==> src/rtl/opc_alu_pkg.sv <==
package opc_alu_pkg;

    localparam int DATA_W = 16;
    localparam int ADDR_W = 12;

    typedef enum logic [1:0] {
        FN_ADD  = 2'b00,
        FN_SUB  = 2'b01,
        FN_INC  = 2'b10,
        FN_PASS = 2'b11
    } alu_fn_e;

    typedef struct packed {
        logic clr_x;
        logic clr_y;
        logic cpl_y;
        logic cin;
    } cond_ctl_t;

endpackage

==> src/rtl/opc_operand_mux.sv <==
module opc_operand_mux #(
    parameter int DW = 16,
    parameter int AW = 12
) (
    input  logic [DW-1:0] acc_v,
    input  logic [DW-1:0] pc_v,
    input  logic [AW-1:0] addr_v,
    input  logic [DW-1:0] mem_v,
    input  logic          lsel,
    input  logic          rsel,
    output logic [DW-1:0] x_bus,
    output logic [DW-1:0] y_bus
);
    localparam int PAD_W = DW - AW;

    logic [DW-1:0] addr_ext;

    generate
        if (PAD_W > 0) begin : g_pad
            assign addr_ext = {{PAD_W{1'b0}}, addr_v};
        end else begin : g_nopad
            assign addr_ext = addr_v[DW-1:0];
        end
    endgenerate

    always_comb begin
        x_bus = lsel ? pc_v  : acc_v;
        y_bus = rsel ? mem_v : addr_ext;
    end
endmodule

==> src/rtl/opc_precond.sv <==
module opc_precond
    import opc_alu_pkg::*;
#(
    parameter int DW = 16
) (
    input  logic [1:0]    fn_code,
    input  logic [DW-1:0] x_bus,
    input  logic [DW-1:0] y_bus,
    output logic [DW-1:0] x_cond,
    output logic [DW-1:0] y_cond,
    output logic          cin
);
    cond_ctl_t ctl;
    alu_fn_e   fn_e;
    logic [DW-1:0] y_mid;

    assign fn_e = alu_fn_e'(fn_code);

    always_comb begin
        unique case (fn_e)
            FN_ADD:  ctl = '{clr_x: 1'b0, clr_y: 1'b0, cpl_y: 1'b0, cin: 1'b0};
            FN_SUB:  ctl = '{clr_x: 1'b0, clr_y: 1'b0, cpl_y: 1'b1, cin: 1'b1};
            FN_INC:  ctl = '{clr_x: 1'b0, clr_y: 1'b1, cpl_y: 1'b0, cin: 1'b1};
            FN_PASS: ctl = '{clr_x: 1'b1, clr_y: 1'b0, cpl_y: 1'b0, cin: 1'b0};
            default: ctl = '{clr_x: 1'b0, clr_y: 1'b0, cpl_y: 1'b0, cin: 1'b0};
        endcase
    end

    always_comb begin
        x_cond = ctl.clr_x ? '0 : x_bus;
        y_mid  = ctl.clr_y ? '0 : y_bus;
        y_cond = ctl.cpl_y ? ~y_mid : y_mid;
        cin    = ctl.cin;
    end
endmodule

==> src/rtl/opc_adder.sv <==
module opc_adder #(
    parameter int DW     = 16,
    parameter bit RIPPLE = 1'b1
) (
    input  logic [DW-1:0] a,
    input  logic [DW-1:0] b,
    input  logic          cin,
    output logic [DW-1:0] sum
);
    generate
        if (RIPPLE) begin : g_ripple
            logic [DW-1:0] cy;
            assign cy[0] = cin;
            for (genvar i = 0; i < DW; i++) begin : g_bit
                assign sum[i] = a[i] ^ b[i] ^ cy[i];
                if (i < DW - 1) begin : g_cy
                    assign cy[i+1] = (a[i] & b[i]) | (cy[i] & (a[i] ^ b[i]));
                end
            end
        end else begin : g_behav
            assign sum = a + b + {{(DW-1){1'b0}}, cin};
        end
    endgenerate
endmodule

==> src/rtl/opc_flags.sv <==
module opc_flags #(
    parameter int DW = 16
) (
    input  logic [DW-1:0] value,
    output logic          is_zero,
    output logic          is_neg
);
    always_comb begin
        is_zero = ~|value;
        is_neg  = value[DW-1];
    end
endmodule

==> src/rtl/opc_alu.sv <==
module opc_alu
    import opc_alu_pkg::*;
(
    input  logic [DATA_W-1:0] acc_in,
    input  logic [DATA_W-1:0] pc_in,
    input  logic [DATA_W-1:0] ir_in,
    input  logic [DATA_W-1:0] mem_in,
    input  logic              lsel,
    input  logic              rsel,
    input  logic [1:0]        fn,
    output logic [DATA_W-1:0] res,
    output logic              zf,
    output logic              nf
);
    logic [DATA_W-1:0] x_bus, y_bus, x_cond, y_cond;
    logic              cin;
    logic              unused_ir_hi;

    assign unused_ir_hi = ^ir_in[DATA_W-1:ADDR_W];

    opc_operand_mux #(.DW(DATA_W), .AW(ADDR_W)) u_mux (
        .acc_v (acc_in),
        .pc_v  (pc_in),
        .addr_v(ir_in[ADDR_W-1:0]),
        .mem_v (mem_in),
        .lsel  (lsel),
        .rsel  (rsel),
        .x_bus (x_bus),
        .y_bus (y_bus)
    );

    opc_precond #(.DW(DATA_W)) u_cond (
        .fn_code(fn),
        .x_bus  (x_bus),
        .y_bus  (y_bus),
        .x_cond (x_cond),
        .y_cond (y_cond),
        .cin    (cin)
    );

    opc_adder #(.DW(DATA_W), .RIPPLE(1'b1)) u_add (
        .a  (x_cond),
        .b  (y_cond),
        .cin(cin),
        .sum(res)
    );

    opc_flags #(.DW(DATA_W)) u_flg (
        .value  (res),
        .is_zero(zf),
        .is_neg (nf)
    );
endmodule

==> config.mk <==
export PLATFORM = sky130hd
export DESIGN_NAME = opc_alu
export DESIGN_NICKNAME = d
export VERILOG_FILES = /design/src/rtl/opc_alu_pkg.sv /design/src/rtl/opc_operand_mux.sv /design/src/rtl/opc_precond.sv /design/src/rtl/opc_adder.sv /design/src/rtl/opc_flags.sv /design/src/rtl/opc_alu.sv
export SDC_FILE = /design/constraint.sdc
export NUM_CORES = 1
export LEC_CHECK = 0
export ABC_AREA = 1
export BUFFER_PORTS_ARGS = -buffer_cell sky130_fd_sc_hd__buf_2
export CAP_MARGIN = 20
export CORE_AREA = 2 2 68 51
export DETAILED_ROUTE_END_ITERATION = 7
export DIE_AREA = 0 0 70 53
export PLACE_DENSITY = 0.95
export SYNTH_ARGS = -nofsm -noshare
export SYNTH_HDL_FRONTEND = slang
export SYNTH_HIERARCHICAL = 1
export SYNTH_SLANG_ARGS = --single-unit
==> constraint.sdc <==
create_clock -name vclk -period 19.5
set_clock_uncertainty 0.05 [all_clocks]
set_input_delay 1.95 -clock vclk [all_inputs]
set_output_delay 1.95 -clock vclk [all_outputs]
set_load 0.005 [all_outputs]
==> flow_metrics.env, run 1 <==
export IMPL_outcome="complete, no violations"
export IMPL_wl_met1_um=1580
export IMPL_critPathSlowestCell="ha_1"
export IMPL_critical_path_peak_fanout=17
export IMPL_grt_use_total_pct=19.0
export IMPL_overflow=0
export IMPL_drt_initial_drc_count=61
export IMPL_ys_warn_count=6
export IMPL_layout_drive_gt1_share_pct=29.7
export IMPL_crit_path_end_kind="primary output"
export IMPL_finalHoldViolCount=0
export IMPL_dieHeight_um=53
export IMPL_syn_inst=270
export IMPL_yosysTopAreaCellShare_pct=36.8
export IMPL_grt_pass1_vias=1436
export IMPL_yosysTopAreaCell="nand2_1"
export IMPL_avgViaCountPerCell=4.52
export IMPL_nets=425
export IMPL_syn_to_final_growth_pct=20.5
export IMPL_seq_area_um2=0
export IMPL_antennaDiodeCount=0
export IMPL_crit_top_cell="fa_1"
export IMPL_synthTopCellsByArea="nand2_1, fa_1, inv_1"
export IMPL_routed_wl_um=3560
export IMPL_drc=0
export IMPL_synth_nets=356
export IMPL_hp_class="in2out"
export IMPL_wl_met3_um=251
export IMPL_n_fill_cell=327
export IMPL_die_width_um=70
export IMPL_startpoint_type="primary input"
export IMPL_grt_pass1_wl_um=5800
export IMPL_ir_drop_uv=24.2
export IMPL_grt_setup_unrepaired="false"
export IMPL_required_ns=17.50
export IMPL_utilization_pct=59.0
export IMPL_final_min_clock_period_ns=11.76
export IMPL_yosysSeqAreaShare_pct=0
export IMPL_wire_per_inst_um=9.50
export IMPL_antenna_found_initial=0
export IMPL_finalSetupViolCount=0
export IMPL_powerDensity_mw_per_mm2=35.0
export IMPL_vias=1696
export IMPL_highest_layer="met3"
export IMPL_fin_crit_sh_pct=60.3
export IMPL_port_buffers=82
export IMPL_ctsHoldBuffers=0
export IMPL_nClkBuffers=0
export IMPL_cts_resized=0
export IMPL_dieArea_mm2=0.00371
export IMPL_placed_cell_area_mm2=0.00178
export IMPL_cp_arrival_ns=9.76
export IMPL_grt_max_degree=33
export IMPL_drtAntennaViolNets=0
export IMPL_path_class="in2out"
export IMPL_top_level_ports=86
export IMPL_slew_headroom_pct=51.0
export IMPL_setup_tns_final_ns=0
export IMPL_fmax_mhz=85.1
export IMPL_final_setup_worst_slack_ns=7.74
export IMPL_post_dp_hpwl_um=3050
export IMPL_routed_wl_met2_um=1740
export IMPL_leakagePower_nw=1.24
export IMPL_synth_distinct_cells=18
export IMPL_syn_cell_area_mm2=0.00148
export IMPL_finalInstanceArea_mm2=0.00178
export IMPL_seq_cells=0
export IMPL_initial_core_util_pct=49.0
export IMPL_tightest_slew_ns=0.736
export IMPL_maxCapViolations=0
export IMPL_cpPeakStageDelay_ns=0.62
export IMPL_syn_area_per_cell_um2=5.48
export IMPL_drtPass1Iterations=4
export IMPL_core_mm2=0.00302
export IMPL_rows=17
export IMPL_post_place_ws_ns=7.77
export IMPL_place_gp_congestion=0.834
export IMPL_drv_slew=0
export IMPL_post_cts_buffers=0
==> kinds of logic after synthesis <==
group                      after synthesis  synth area share (%)
and+or+nand+nor                        190                  53.9
adders and majority gates               18                  22.8
buffers and inverters                   62                  23.2
==> metrics by stage <==
step                cells  power, mW  hold WS, ns
finish                375     0.0624         4.46
global route          375     0.0719         4.55
CTS                   375     0.0629         4.47
detailed placement    375     0.0627         4.47
global placement      375     0.0593         4.46
floorplan             270     0.0426         4.21
==> synthesized netlist by cell type (2+ instances only) <==
cell type  number
nand2_1       145
buf_12          2
buf_4           4
nand3_2        10
buf_6           6
inv_2           2
fa_1           15
nand2_2         4
nand3_1         8
ha_1            3
nor2_1         22
inv_1          43
==> per-layer routing <==
| layer | vias up | track usage (%) |
|---|---|---|
| met5 | - | 0 |
| met4 | 0 | 0 |
| met3 | 0 | 1.14 |
| met2 | 58 | 38.3 |
| met1 | 731 | 24.2 |
| li1 | 907 | - |
==> power breakdown <==
part / leakage [nW] / internal, mW / switching (mW) / total [mW]
Sequential: 0 / 0 / 0 / 0
Combinational: 1.24 / 0.0278 / 0.0347 / 0.0624
Clock: 0 / 0 / 0 / 0
Total: 1.24 / 0.0278 / 0.0347 / 0.0624
==> path summary, 6_finish.rpt <==
| kind | start | endpoint | cells after the start |
|---|---|---|---|
| setup / recovery | fn[1] | zf | 30 |
| hold / removal | acc_in[15] | nf | 9 |
==> cell usage in the layout, fill, tap and decap left out <==
master   instances
inv_6            1
nor2_1          22
buf_2           82
ha_1             3
nand3_1          8
inv_8            1
fa_1            15
and2_1           1
nand2_1        145
inv_2            2
nand2_2          4
nand3_2         10
inv_1           43
==> area by class of cell <==
cell class | instances | area, um2 | share of cell area [%]
repair buffers | 82 | 410 | 23.0
multi-input cells | 208 | 1140 | 63.7
well taps | 38 | 47.5 | 2.67
inverters | 47 | 189 | 10.6
==> worst max-delay path: cells and delay by family <==
| kind | cells | cell delay (ns) |
|---|---|---|
| buffers and inverters | 6 | 0.60 |
| adder cells (fa/ha/maj) | 16 | 6.39 |
| AND/OR/NAND/NOR | 8 | 0.81 |
Note: power is estimated with default switching activity, not from simulation.
==> run 2: changes to the inputs <==
CORE_AREA = 2 2 74 55   (was 2 2 68 51)
DIE_AREA = 0 0 76 57   (was 0 0 70 53)
PLACE_DENSITY = 0.89   (was 0.95)
clock period = 9.7 ns   (was 19.5 ns; I/O delays follow)
==> run 2 against run 1 <==
Wire length up 0.51%. Final cell count is 5.1% higher. First-iteration DRC count fell by 28%. Global-route usage down 2.3 points.
==> flow_metrics.env, run 2 (synthesized netlist as in run 1, its figures left out) <==
export IMPL_avgViaCountPerCell=4.36
export IMPL_post_cts_buffers=0
export IMPL_finalInstanceArea_mm2=0.00184
export IMPL_final_cell_mix="nand2_1, buf_2, inv_1, nor2_1, fa_1"
export IMPL_utilization_pct=49.9
export IMPL_cp_arrival_ns=8.26
export IMPL_timing_hold_ws_ns=2.50
export IMPL_fin_crit_sh_pct=95.6
export IMPL_grt_use_total_pct=16.7
export IMPL_path_class="in2out"
export IMPL_drt_initial_drc_count=44
export IMPL_startpoint_type="primary input"
export IMPL_maxCapViolations=0
export IMPL_drv_slew=0
export IMPL_outcome="complete, no violations"
export IMPL_crit_path_end_kind="primary output"
export IMPL_final_common_cell="nand2_1"
export IMPL_post_place_ws_ns=0.410
export IMPL_required_ns=8.68
export IMPL_critical_path_peak_fanout=16
export IMPL_n_fill_cell=396
export IMPL_seq_cells=0
export IMPL_cell_internal_pwr_mw=0.0569
export IMPL_setup_tns_final_ns=0
export IMPL_nets=430
export IMPL_drtPass1Iterations=4
export IMPL_pwr_share_comb_pct=100.0
export IMPL_tightest_slew_ns=0.322
export IMPL_finalSetupViolCount=0
export IMPL_crit_top_cell="fa_1"
export IMPL_grt_pass1_wl_um=6200
export IMPL_final_setup_worst_slack_ns=0.423
export IMPL_cts_resized=0
export IMPL_layout_drive_gt1_share_pct=30.7
export IMPL_seq_area_um2=0
export IMPL_finalHoldViolCount=0
export IMPL_place_gp_congestion=0.799
export IMPL_core_mm2=0.00368
export IMPL_p_switching_mw=0.0689
export IMPL_port_buffers=82
export IMPL_placed_cell_area_mm2=0.00184
export IMPL_hp_start="acc_in[15]"
export IMPL_routed_wl_um=3580
export IMPL_ir_drop_uv=39.5
export IMPL_slew_headroom_pct=78.5
export IMPL_antenna_found_initial=0
export IMPL_final_min_clock_period_ns=9.28
export IMPL_grt_pass1_vias=1528
export IMPL_leakagePower_nw=1.26
export IMPL_hp_class="in2out"
export IMPL_drtAntennaViolNets=0
export IMPL_vias=1716
export IMPL_top_level_ports=86
export IMPL_fmax_mhz=108
export IMPL_cpPeakStageDelay_ns=0.43
export IMPL_post_dp_hpwl_um=3170
export IMPL_grt_setup_unrepaired="false"
export IMPL_holdPathStages=9
export IMPL_clkPwrFrac_pct=0
export IMPL_powerDensity_mw_per_mm2=68.4
export IMPL_nClkBuffers=0
export IMPL_switching_share_pct=54.8
export IMPL_power_frac_seq_pct=0
export IMPL_drc=0
export IMPL_wire_per_inst_um=9.09
export IMPL_die_width_um=76
export IMPL_overflow=0
export IMPL_rows=19
export IMPL_multi_input_area_mm2=0.00114
export IMPL_syn_to_final_growth_pct=24.2
export IMPL_critPathSlowestCell="fa_1"
export IMPL_whs_endpoint="nf"
export IMPL_initial_core_util_pct=40.2
export IMPL_antennaDiodeCount=0
export IMPL_dieArea_mm2=0.00433
export IMPL_grt_max_degree=31
export IMPL_ctsHoldBuffers=0
export IMPL_dieHeight_um=57
-- run 2: cell types whose count changed in the layout (fill, tap and decap cells not counted) --
cell	before	now
buf_4	0	5
-- run 2: worst max path at each step --
stage	start	to	slack (ns)
after floorplan	fn[0]	zf	1.12
after global placement	fn[0]	zf	0.56
after detailed placement	fn[1]	zf	0.41
after CTS	fn[1]	zf	0.39
after global routing	fn[1]	zf	0.08
final	fn[1]	zf	0.42
-- run 2: area by class of cell --
cell class	instances	share of cell area, %
inverters	47	10.3
well taps	52	3.54
multi-input cells	208	61.8
repair buffers	87	24.4
-- run 2: critical path, delay by kind of cell --
kind,cells,cell delay (ns)
simple gates,8,0.71
buf+inv,6,0.62
fa+ha+maj,16,5.95
-- run 2: power by group through the flow --
stage | clock, mW | combinational (mW) | sequential (mW)
finish | 0 | 0.126 | 0
global route | 0 | 0.146 | 0
CTS | 0 | 0.128 | 0
detailed placement | 0 | 0.128 | 0
global placement | 0 | 0.122 | 0
floorplan | 0 | 0.0856 | 0
-- run 2: metal layers --
metal	up-vias	track usage (%)	part of all wire [%]
li1	916	-	-
met1	744	22.0	47
met2	54	32.3	47
met3	2	1.27	5.9
met4	0	0.519	0.42
met5	-	0	0
-- run 2: metrics by stage --
stage | instances | power, mW
2_1_floorplan | 270 | 0.0856
3_3_place_gp | 394 | 0.122
3_5_place_dp | 394 | 0.128
4_1_cts | 394 | 0.128
5_1_grt | 394 | 0.146
6_report | 394 | 0.126
==> run 3: changes to the inputs <==
CORE_AREA = 2 2 42 82   (was 2 2 74 55)
DIE_AREA = 0 0 44 84   (was 0 0 76 57)
PLACE_DENSITY = 0.88   (was 0.89)
SYNTH_HIERARCHICAL = unset   (was 1)
==> run 3 against run 2 <==
Hold slack worse by 0.11 ns. Final cell count is 27% lower. Fmax up 3.8%. Largest power group unchanged. Critical path type unchanged.
==> flow_metrics.env, run 3 <==
export IMPL_powerDensity_mw_per_mm2=87.3
export IMPL_overflow=0
export IMPL_top_level_ports=86
export IMPL_drc=0
export IMPL_antennaDiodeCount=0
export IMPL_grt_use_total_pct=17.7
export IMPL_finalSetupViolCount=0
export IMPL_routed_wl_um=3210
export IMPL_synth_distinct_cells=19
export IMPL_drtAntennaViolNets=0
export IMPL_startpoint_type="primary input"
export IMPL_final_cell_mix="buf_2, nor2_1, inv_1, o21ai_0"
export IMPL_syn_cell_area_mm2=0.00113
export IMPL_core_mm2=0.00312
export IMPL_dieArea_mm2=0.00370
export IMPL_tightest_slew_ns=0.295
export IMPL_final_setup_worst_slack_ns=0.760
export IMPL_ys_top_cells_by_count="nor2_1, inv_1, o21ai_0, fa_1, xor2_1"
export IMPL_synth_most_common_cell="nor2_1"
export IMPL_post_dp_hpwl_um=2850
export IMPL_outcome="complete, no violations"
export IMPL_power_frac_seq_pct=0
export IMPL_antenna_found_initial=0
export IMPL_switching_share_pct=52.6
export IMPL_initial_core_util_pct=36.3
export IMPL_hp_class="in2out"
export IMPL_cell_internal_pwr_mw=0.0635
export IMPL_final_min_clock_period_ns=8.94
export IMPL_fmax_mhz=112
export IMPL_ir_drop_uv=36.0
export IMPL_yosysTopAreaCell="fa_1"
export IMPL_slew_headroom_pct=80.1
export IMPL_grt_pass1_wl_um=5310
export IMPL_ys_warn_count=0
export IMPL_die_width_um=44
export IMPL_syn_to_final_growth_pct=35.3
export IMPL_setup_tns_final_ns=0
export IMPL_drtPass1Iterations=4
export IMPL_syn_inst=180
export IMPL_vias=1334
export IMPL_yosysTopAreaCellShare_pct=26.5
export IMPL_rows=29
export IMPL_leakagePower_nw=0.880
export IMPL_critical_path_peak_fanout=3
export IMPL_required_ns=8.68
export IMPL_cp_arrival_ns=7.92
export IMPL_path_class="in2out"
export IMPL_ctsHoldBuffers=0
export IMPL_yosysSeqAreaShare_pct=0
export IMPL_placed_cell_area_mm2=0.00153
export IMPL_clkPwrFrac_pct=0
export IMPL_synthTopCellsByArea="fa_1, nor2_1, xor2_1"
export IMPL_place_gp_congestion=0.812
export IMPL_cts_resized=0
export IMPL_p_switching_mw=0.0704
export IMPL_seq_cells=0
export IMPL_post_cts_buffers=0
export IMPL_seq_area_um2=0
export IMPL_wire_per_inst_um=11.2
export IMPL_nets=344
export IMPL_port_buffers=82
export IMPL_final_common_cell="buf_2"
export IMPL_dieHeight_um=84
export IMPL_pwr_share_comb_pct=100.0
export IMPL_crit_path_end_kind="primary output"
export IMPL_syn_area_per_cell_um2=6.30
export IMPL_grt_pass1_vias=1293
export IMPL_fin_crit_sh_pct=92.2
export IMPL_layout_drive_gt1_share_pct=36.3
export IMPL_grt_setup_unrepaired="false"
export IMPL_timing_hold_ws_ns=2.39
export IMPL_drt_initial_drc_count=12
export IMPL_finalInstanceArea_mm2=0.00153
export IMPL_maxCapViolations=0
export IMPL_synth_nets=266
export IMPL_drv_slew=0
export IMPL_avgViaCountPerCell=4.65
export IMPL_grt_max_degree=19
export IMPL_post_place_ws_ns=0.760
export IMPL_nClkBuffers=0
export IMPL_finalHoldViolCount=0
[run 3: changes by cell type in the layout (fill, tap and decap cells not counted), moves of 10 or more]
cell	previous run	this run
xor2_1	0	15
nand2_1	145	14
nand3_2	10	0
nor2_1	22	59
inv_1	43	24
o21ai_0	0	17
[run 3: path summary, 6_finish.rpt]
| path | startpoint | to | slack (ns) | cells after the start |
|---|---|---|---|---|
| setup / recovery | fn[0] | zf | 0.76 | 26 |
| hold / removal | acc_in[15] | nf | 2.39 | 6 |
[run 3: power groups by stage]
stage | logic (mW) | registers (mW) | clock network [mW]
3_5_place_dp | 0.135 | 0 | 0
5_1_grt | 0.153 | 0 | 0
4_1_cts | 0.135 | 0 | 0
2_1_floorplan | 0.0820 | 0 | 0
6_report | 0.134 | 0 | 0
3_3_place_gp | 0.131 | 0 | 0
[run 3: stage by stage]
stage | power [mW] | cells | util [%]
after floorplan | 0.0820 | 180 | -
after global placement | 0.131 | 287 | 49.2
after detailed placement | 0.135 | 287 | 49.2
after CTS | 0.135 | 287 | 49.2
after global routing | 0.153 | 287 | 49.2
final | 0.134 | 287 | 49.2
[run 3: cell type report]
cell class	instances	area [um2]
fillers	341	1590
multi-input cells	143	950
inverters	26	97.6
well taps	31	38.8
repair buffers	87	448
[run 3: cells by family after synthesis]
group | count (synthesis) | share of synthesized area, %
xor+xnor | 15 | 11.6
compound gates | 27 | 13.2
simple gates | 83 | 29.1
buf+inv | 37 | 16.2
fa+ha+maj | 18 | 29.8
[run 3: per-layer routing]
| metal | global-route usage, % | routed length [um] | vias up |
|---|---|---|---|
| met5 | 0 | 0 | - |
| met4 | 4.13 | 88 | 0 |
| met3 | 1.08 | 170 | 8 |
| met2 | 33.2 | 1690 | 51 |
| met1 | 20.5 | 1260 | 577 |
| li1 | - | - | 698 |
[run 3: worst max-delay path, stage by stage]
cell and delay (ns):
buf_2 0.10, inv_1 0.04, ha_1 0.20, nor2_1 0.09
o21ai_0 0.10, xor2_1 0.18, fa_1 0.43, fa_1 0.40
fa_1 0.40, fa_1 0.40, fa_1 0.40, fa_1 0.39
fa_1 0.41, fa_1 0.39, fa_1 0.40, fa_1 0.39
fa_1 0.40, fa_1 0.42, inv_1 0.08, fa_1 0.21
fa_1 0.19, fa_1 0.42, nor3_1 0.19, nand3b_1 0.10
nor2_1 0.10, buf_2 0.11
